## src/rtl/swm_pkg.sv

```systemverilog
package swm_pkg;
    typedef enum logic [1:0] {
        ST_IDLE    = 2'd0,
        ST_LOW     = 2'd1,
        ST_FLAGGED = 2'd2
    } mon_state_t;

    // Whole microseconds converted to clock cycles.
    function automatic int us_to_cycles(input int clk_hz, input int us);
        return (clk_hz / 1_000_000) * us;
    endfunction
endpackage

```

## src/rtl/swm_sync.sv

```systemverilog
module swm_sync #(
    parameter logic IDLE_LEVEL = 1'b1
) (
    input  logic clk,
    input  logic rst,
    input  logic d_async,
    output logic d_sync
);
    logic stage1, stage2;

    always_ff @(posedge clk) begin
        if (rst) begin
            stage1 <= IDLE_LEVEL;
            stage2 <= IDLE_LEVEL;
        end else begin
            stage1 <= d_async;
            stage2 <= stage1;
        end
    end

    assign d_sync = stage2;
endmodule

```

## src/rtl/swm_low_counter.sv

```systemverilog
module swm_low_counter #(
    parameter int W = 8
) (
    input  logic         clk,
    input  logic         rst,
    input  logic         load_one,
    input  logic         step,
    output logic [W-1:0] count
);
    localparam logic [W-1:0] TOP = {W{1'b1}};

    always_ff @(posedge clk) begin
        if (rst) begin
            count <= '0;
        end else if (load_one) begin
            count <= W'(1);
        end else if (step && count != TOP) begin
            count <= count + W'(1);
        end
    end
endmodule

```

## src/rtl/swm_ctrl.sv

```systemverilog
module swm_ctrl
    import swm_pkg::*;
#(
    parameter int W        = 8,
    parameter int REG_CYC  = 120,
    parameter int FAST_CYC = 16
) (
    input  logic         clk,
    input  logic         rst,
    input  logic         line_s,
    input  logic         fast_mode,
    input  logic [W-1:0] count,
    output logic         load_one,
    output logic         step,
    output logic         slot_start,
    output logic         reset_seen,
    output logic         bus_idle
);
    localparam logic [W-1:0] REG_LIM  = W'(REG_CYC);
    localparam logic [W-1:0] FAST_LIM = W'(FAST_CYC);

    mon_state_t state, nxt;
    logic       mode_q;
    logic [W-1:0] limit;

    assign limit = mode_q ? FAST_LIM : REG_LIM;

    // State register and captured speed mode.
    always_ff @(posedge clk) begin
        if (rst) begin
            state  <= ST_IDLE;
            mode_q <= 1'b0;
        end else begin
            state <= nxt;
            if (state == ST_IDLE && !line_s)
                mode_q <= fast_mode;
        end
    end

    always_comb begin
        nxt = state;
        unique case (state)
            ST_IDLE:    if (!line_s) nxt = ST_LOW;
            ST_LOW:     if (line_s) nxt = ST_IDLE;
                        else if (count >= limit) nxt = ST_FLAGGED;
            ST_FLAGGED: if (line_s) nxt = ST_IDLE;
            default:    nxt = ST_IDLE;
        endcase
    end

    // Outputs.
    always_comb begin
        slot_start = 1'b0;
        reset_seen = 1'b0;
        load_one   = 1'b0;
        step       = 1'b0;
        bus_idle   = 1'b0;
        unique case (state)
            ST_IDLE: begin
                bus_idle   = 1'b1;
                slot_start = !line_s;
                load_one   = !line_s;
            end
            ST_LOW: begin
                step       = !line_s;
                reset_seen = !line_s && (count >= limit);
            end
            ST_FLAGGED: step = !line_s;
            default: ;
        endcase
    end
endmodule

```

## src/rtl/swire_low_monitor.sv

```systemverilog
module swire_low_monitor
    import swm_pkg::*;
#(
    parameter int CLK_HZ  = 50_000_000,
    parameter int REG_US  = 120,
    parameter int FAST_US = 16
) (
    input  logic clk,
    input  logic rst,
    input  logic line_raw,
    input  logic fast_mode,
    output logic slot_start,
    output logic reset_seen,
    output logic bus_idle
);
    localparam int REG_CYC  = us_to_cycles(CLK_HZ, REG_US);
    localparam int FAST_CYC = us_to_cycles(CLK_HZ, FAST_US);
    localparam int MAX_CYC  = (REG_CYC > FAST_CYC) ? REG_CYC : FAST_CYC;
    localparam int CW       = $clog2(MAX_CYC + 2);

    logic          line_s, load_one, step;
    logic [CW-1:0] count;

    swm_sync #(.IDLE_LEVEL(1'b1)) u_sync (
        .clk(clk), .rst(rst), .d_async(line_raw), .d_sync(line_s)
    );

    swm_low_counter #(.W(CW)) u_cnt (
        .clk(clk), .rst(rst), .load_one(load_one), .step(step), .count(count)
    );

    swm_ctrl #(.W(CW), .REG_CYC(REG_CYC), .FAST_CYC(FAST_CYC)) u_ctrl (
        .clk(clk), .rst(rst), .line_s(line_s), .fast_mode(fast_mode),
        .count(count), .load_one(load_one), .step(step),
        .slot_start(slot_start), .reset_seen(reset_seen), .bus_idle(bus_idle)
    );
endmodule

```

## config.mk

```make
export PLATFORM = sky130hd
export DESIGN_NAME = swire_low_monitor
export DESIGN_NICKNAME = d
export VERILOG_FILES = /design/src/rtl/swm_pkg.sv /design/src/rtl/swm_sync.sv /design/src/rtl/swm_low_counter.sv /design/src/rtl/swm_ctrl.sv /design/src/rtl/swire_low_monitor.sv
export SDC_FILE = /design/constraint.sdc
export NUM_CORES = 1
export LEC_CHECK = 0
export BUFFER_PORTS_ARGS = -buffer_cell sky130_fd_sc_hd__buf_2
export CELL_PAD_IN_SITES_DETAIL_PLACEMENT = 1
export CELL_PAD_IN_SITES_GLOBAL_PLACEMENT = 1
export CORE_MARGIN = 3
export CORE_UTILIZATION = 42
export CTS_BUF_LIST = sky130_fd_sc_hd__clkbuf_8
export DETAILED_ROUTE_END_ITERATION = 10
export PLACE_DENSITY_LB_ADDON = 0.2
export SYNTH_ARGS = -nofsm -noshare
export SYNTH_HDL_FRONTEND = slang
export SYNTH_SLANG_ARGS = --single-unit
```

## constraint.sdc

```tcl
create_clock -name clk -period 2.3 [get_ports clk]
set_clock_uncertainty 0.05 [all_clocks]
set_input_delay 0.23 -clock clk [delete_from_list [all_inputs] [get_ports clk]]
set_output_delay 0.23 -clock clk [all_outputs]
set_load 0.01 [all_outputs]
```

; ---- After elaboration in Yosys (flattened, before gate mapping)
; Cells that the tools add are included.
; W data, S select, Z words.
[word_totals]
regBits = 18
input_bits = 4
out_inout_bits = 3
word_cells = 35
[op_classes]
addsub = 1
magnitude_cmp = 1
eq_ne = 6
muxes = 12
reduce_logical = 9
[ops]
columns = operator, n
row1 = $add A13 B1 Y13 const B, 1
row2 = $ge A13 B13 Y1, 1
row3 = $mux W13, 1
row4 = $ne A13 B13 Y1 const B, 1
row5 = $mux W2, 4
row6 = $mux W1, 6
row7 = $pmux W2 S3, 1
row8 = $ne A2 B2 Y1 const B, 2
row9 = $reduce_or A2 Y1, 2
row10 = $logic_and A1 B1 Y1, 3
row11 = $ne A3 B2 Y1 const B, 1
row12 = $reduce_and A3 Y1, 1
row13 = $eq A2 B1 Y1 const B, 1
row14 = $eq A2 B2 Y1 const B, 1
row15 = $logic_not A2 Y1, 1
row16 = $reduce_bool A2 Y1, 1
row17 = $logic_not A1 Y1, 1

; ---- Logic depth before layout (Yosys ltp)
[depth]
depth_word = 6
depth_mapped = 6
mapped_depth_nobuf = 6

; ---- Cells and area by module
; From an unflattened synthesis, not the netlist that was laid out.
[hier_totals]
hier_cells = 125
hier_area_um2 = 1079.8
[by_module_without_submodules]
columns = module, instances, cells_per_inst, area_each_um2, seq_area_each_um2
row1 = swm_low_counter, 1, 79, 658.1, 260.2
row2 = swm_ctrl, 1, 42, 369.1, 60.1
row3 = swm_sync, 1, 4, 52.6, 40.0

; ---- Worst setup path before layout
; No wires, ideal clock.
[synth_path]
path_type = register -> register
from = register u_ctrl.state[0]
to = register u_cnt.count[11]
setup_ns = 0.070
arrival_ns = 1.703
required_ns = 2.180
setup_slack_ns = 0.476
path_stages_with_launch = 7
path_buffers = 0
synth_period_minus_slack_ns = 1.824
cell_sequence = dfxtp_1 inv_1 ha_1 nand2b_4 or4_1 or3_1 a21oi_1
[synth_via]
elab_chain_len = 4
word_cells_on_any_way = 8
cone_classes = 2 x eq/ne / 2 x mux / 4 x reduce/logical
[synth_lines]
columns = element, line_no
row1 = from (decl), swm_ctrl.sv:22  ; mon_state_t state, nxt;
row2 = from (signal assigned), swm_ctrl.sv:34  ; state <= nxt;
row3 = $eq A2 B2 Y1 or $eq A2 B1 Y1 (tied branches), swm_ctrl.sv:58  ; unique case (state)
row4 = $reduce_or A2 Y1 (no source line), --
row5 = $mux W1, --
row6 = $logic_and A1 B1 Y1, swm_low_counter.sv:17  ; end else if (step && count != TOP) begin
row7 = to (signal assigned), swm_low_counter.sv:18  ; count <= count + W'(1);
row8 = to (decl), swm_low_counter.sv:8  ; output logic [W-1:0] count
; Several ways; a longest one is shown, not always the timed one.
; A chain may end at the register's enable or synchronous reset.

; ---- Worst setup path in the final report
[layout_path]
from = register u_ctrl.mode_q
to = output port reset_seen
[layout_via]
elab_chain_len = 4
[layout_lines]
columns = element, line_no
row1 = from (decl), swm_ctrl.sv:23  ; logic mode_q;
row2 = from (signal assigned), swm_ctrl.sv:36  ; mode_q <= fast_mode;
row3 = $mux W13, swm_ctrl.sv:26  ; assign limit = mode_q ? FAST_LIM : REG_LIM;
row4 = $ge A13 B13 Y1, swm_ctrl.sv:66  ; reset_seen = !line_s && (count >= limit);
row5 = $logic_and A1 B1 Y1, swm_ctrl.sv:66
row6 = $mux W1, swm_ctrl.sv:58
row7 = to (decl), swire_low_monitor.sv:13  ; output logic reset_seen,
; Every way passes these cells.

==> results.yml <==
placement:
  dp_hpwl_mm: 1.99
  pre_cts_slack_ns: 0.357
  numPortBuffers: 6
  routabilityCongestion: 0.825
setup_path:
  r2r_cells: 6
  worstPathMaxFanout: 4
  cp_data_required_time_ns: 2.02
  r2r-start: "u_ctrl.state[1]"
  start_kind: "flop"
  slowest_stage: "dfxtp_1"
  path_cells: "inv_1 > ha_1 > nand4bb_1 > a31oi_2 > nand2_1 > a21oi_1 > buf_2"
  regToRegSetupSlack_ns: 0.34
  criticalPathCategory: "flop to primary output"
  critPathMaxStageDelay_ns: 0.43
  cp.arrival_ns: 1.82
  r2r_end: "u_cnt.count[11]"
  endpoint_kind: "primary output"
grt:
  overflow: 0
  grt_pass1_wl_mm: 4.40
  grt_pass1_vias: 969
  antenna_found_initial: 0
  grt_use_total_pct: 17.4
  grt_max_degree: 12
run:
  maxCapViolations: 0
synthesis:
  synth_cells: 123
  syn-cell-area_sq_mm: 0.00107
  ys_types: 36
  ys_seq_area_share_pct: 33.5
  synthAdderAreaFrac_pct: 10.5
  ys.flop_type: "dfxtp_1"
  syn-num-nets: 136
  synth_simple_gate_area_share_pct: 30.3
  synth_xor_area_share_pct: 0
  synth_top_family_by_area: "simple AND/OR/NAND/NOR gates"
  synth_seq_cells: 18
  synth.avg_cell_area_sq_um: 8.74
  ys_warn_count: 0
  synth-edff-count: 0
  async_flop_share_pct: 0
  synth-compound-area-share_pct: 19.7
  muxShareOfSynthArea_pct: 1.86
power:
  p_leak_nw: 0.429
  swShare_pct: 25.5
  total_power_mw: 0.637
  clkPwrFrac_pct: 34.2
  p_seq_share_pct: 51.7
  vdd_drop_max_v: 0.000357
  combPwrFrac_pct: 14.1
  intPower_mw: 0.475
  switchingPower_mw: 0.162
  pwr_density_cell_mw_per_mm2: 539
clock_network:
  clockRootBuffer: "clkbuf_8"
  cts_tree: "yes"
  clock_insertion_delay_worst_skew_ns: 0.25
  htreeDepth: 1
  cts_resized: 0
  clockBufferDepth: 2
  postCtsHoldBufs: 0
  clk_pin_slew_ns: 0.06
  cts.sinks: 18
  post_cts_buffers: 0
  cts_buffers: 3
sta:
  fmax_mhz: 477
  fin_ws_ns: 0.205
  drv_slew: 0
  rsz0062_at_grt: "false"
  hold_slack_ns: 0.108
  tightest_slew_ns: 0.420
  finalSetupViolCount: 0
  slew_headroom_pct: 71.8
  fin_crit_sh_pct: 91.1
  period_needed_ns: 2.10
  final_hold_viol_count: 0
  fin_setup_tns_ns: 0
layout:
  final.fill_count: 288
  final_layout_size_suffix_gt1_share_pct: 15.3
  layout-area-overhead-vs-synth_pct: 9.89
  final_cell_mix: "17 x dfxtp_1, 10 x a21oi_1, 9 x ha_1"
  final_util_pct: 50.9
  antenna_cells: 0
  final_common_cell: "dfxtp_1"
  nets: 146
worst_hold_path:
  hp-start: "line_raw"
  hp-class: "input pin to flop"
  holdPathEnd: "u_sync.stage1"
  holdPathStages: 2
routing:
  drc: 0
  antenna_left: 0
  routedWlPerCell_um: 15.7
  routed_wl_mm: 2.50
  drt-pass1-iter-count: 2
  vias: 945
  drt-initial-drc-count: 6
  via_per_inst: 5.94
die:
  io_pins: 7
  die_w_um: 56.6
  initial_utilization_pct: 46.4
  rows: 17
  fp.coreArea_sq_mm: 0.00232
  dieArea_sq_mm: 0.00320
  dieHeight_um: 56.6
run_status:
  outcome: "complete, no violations"
-- power by group through the flow --
| stage | combinational [mW] | clock, mW | sequential, mW |
|---|---|---|---|
| after CTS | 0.0912 | 0.222 | 0.330 |
| after floorplan | 0.0662 | 0 | 0.334 |
| final | 0.0897 | 0.217 | 0.329 |
| after global placement | 0.0874 | 0 | 0.335 |
| after global routing | 0.101 | 0.244 | 0.331 |
| after detailed placement | 0.0909 | 0 | 0.337 |
-- Yosys cell counts, types with 3 or more instances --
cell type  count  area, sq um
dfxtp_1       18          360
inv_1          8         30.0
a21oi_1       10         50.1
nand2b_1       3         18.8
ha_1           9          113
o21a_1         3         22.5
or2_2          3         18.8
o21ai_0        3         15.0
o21ai_1        4         20.0
nor2_1         8         30.0
nand2_1        6         22.5
or3_1          7         43.8
nand4_1        3         18.8
nor3_1         5         25.0
nand3_1        4         20.0
-- routing by layer --
metal | wire [um] | vias to the layer above | GRT usage, %
met2 | 1190 | 6 | 27.4
met3 | 40 | 5 | 2.76
li1 | - | 478 | -
met4 | 35 | 0 | 6.78
met5 | 0 | - | 0
met1 | 1240 | 456 | 23.5
-- worst max path at each step --
stage               depth (start not counted)  slack (ns)               to            start
finish                                      7        0.20       reset_seen    u_ctrl.mode_q
floorplan                                   6        0.48  u_cnt.count[11]  u_ctrl.state[0]
global placement                            6        0.40  u_cnt.count[11]  u_ctrl.state[1]
global route                                7        0.02       reset_seen    u_ctrl.mode_q
detailed placement                          5        0.36   u_cnt.count[2]   u_cnt.count[0]
CTS                                         7        0.13       reset_seen   u_cnt.count[4]
-- cell type report --
type | instances | area [sq um] | area share [%]
Multi-Input combinational cell | 95 | 676 | 57.2
Sequential cell | 18 | 362 | 30.6
Clock buffer | 3 | 41.3 | 3.50
Timing Repair Buffer | 7 | 37.5 | 3.18
Tap cell | 28 | 35.0 | 2.97
Inverter | 8 | 30.0 | 2.54
-- cells by family (layout without fill, tap and decap cells) --
logic type | after synthesis | count (layout)
buffers and inverters | 10 | 18
muxes | 2 | 2
adders and majority gates | 9 | 9
DFF | 18 | 18
AOI/OAI and AO/OA | 33 | 33
and+or+nand+nor | 51 | 51
-- stage by stage --
stage / area [sq um] / cells
2_1_floorplan: 1070 / 123
3_5_place_dp: 1130 / 156
6_report: 1180 / 159
3_3_place_gp: 1130 / 156
5_1_grt: 1180 / 159
4_1_cts: 1170 / 159
-- flip-flops by register name, summed over array words and instances, names as in the netlist --
signal	cells
u_ctrl.state	2
u_sync.d_sync	1
u_ctrl.mode_q	1
u_cnt.count	13
u_sync.stage1	1
-- critical path, delay by kind of cell, from the launching register on --
kind / cells / cell delay, ns
simple gates: 2 / 0.21
flops: 1 / 0.43
compound gates: 2 / 0.40
fa+ha+maj: 1 / 0.28
buf+inv: 2 / 0.25
(Power assumes the default switching activity.)
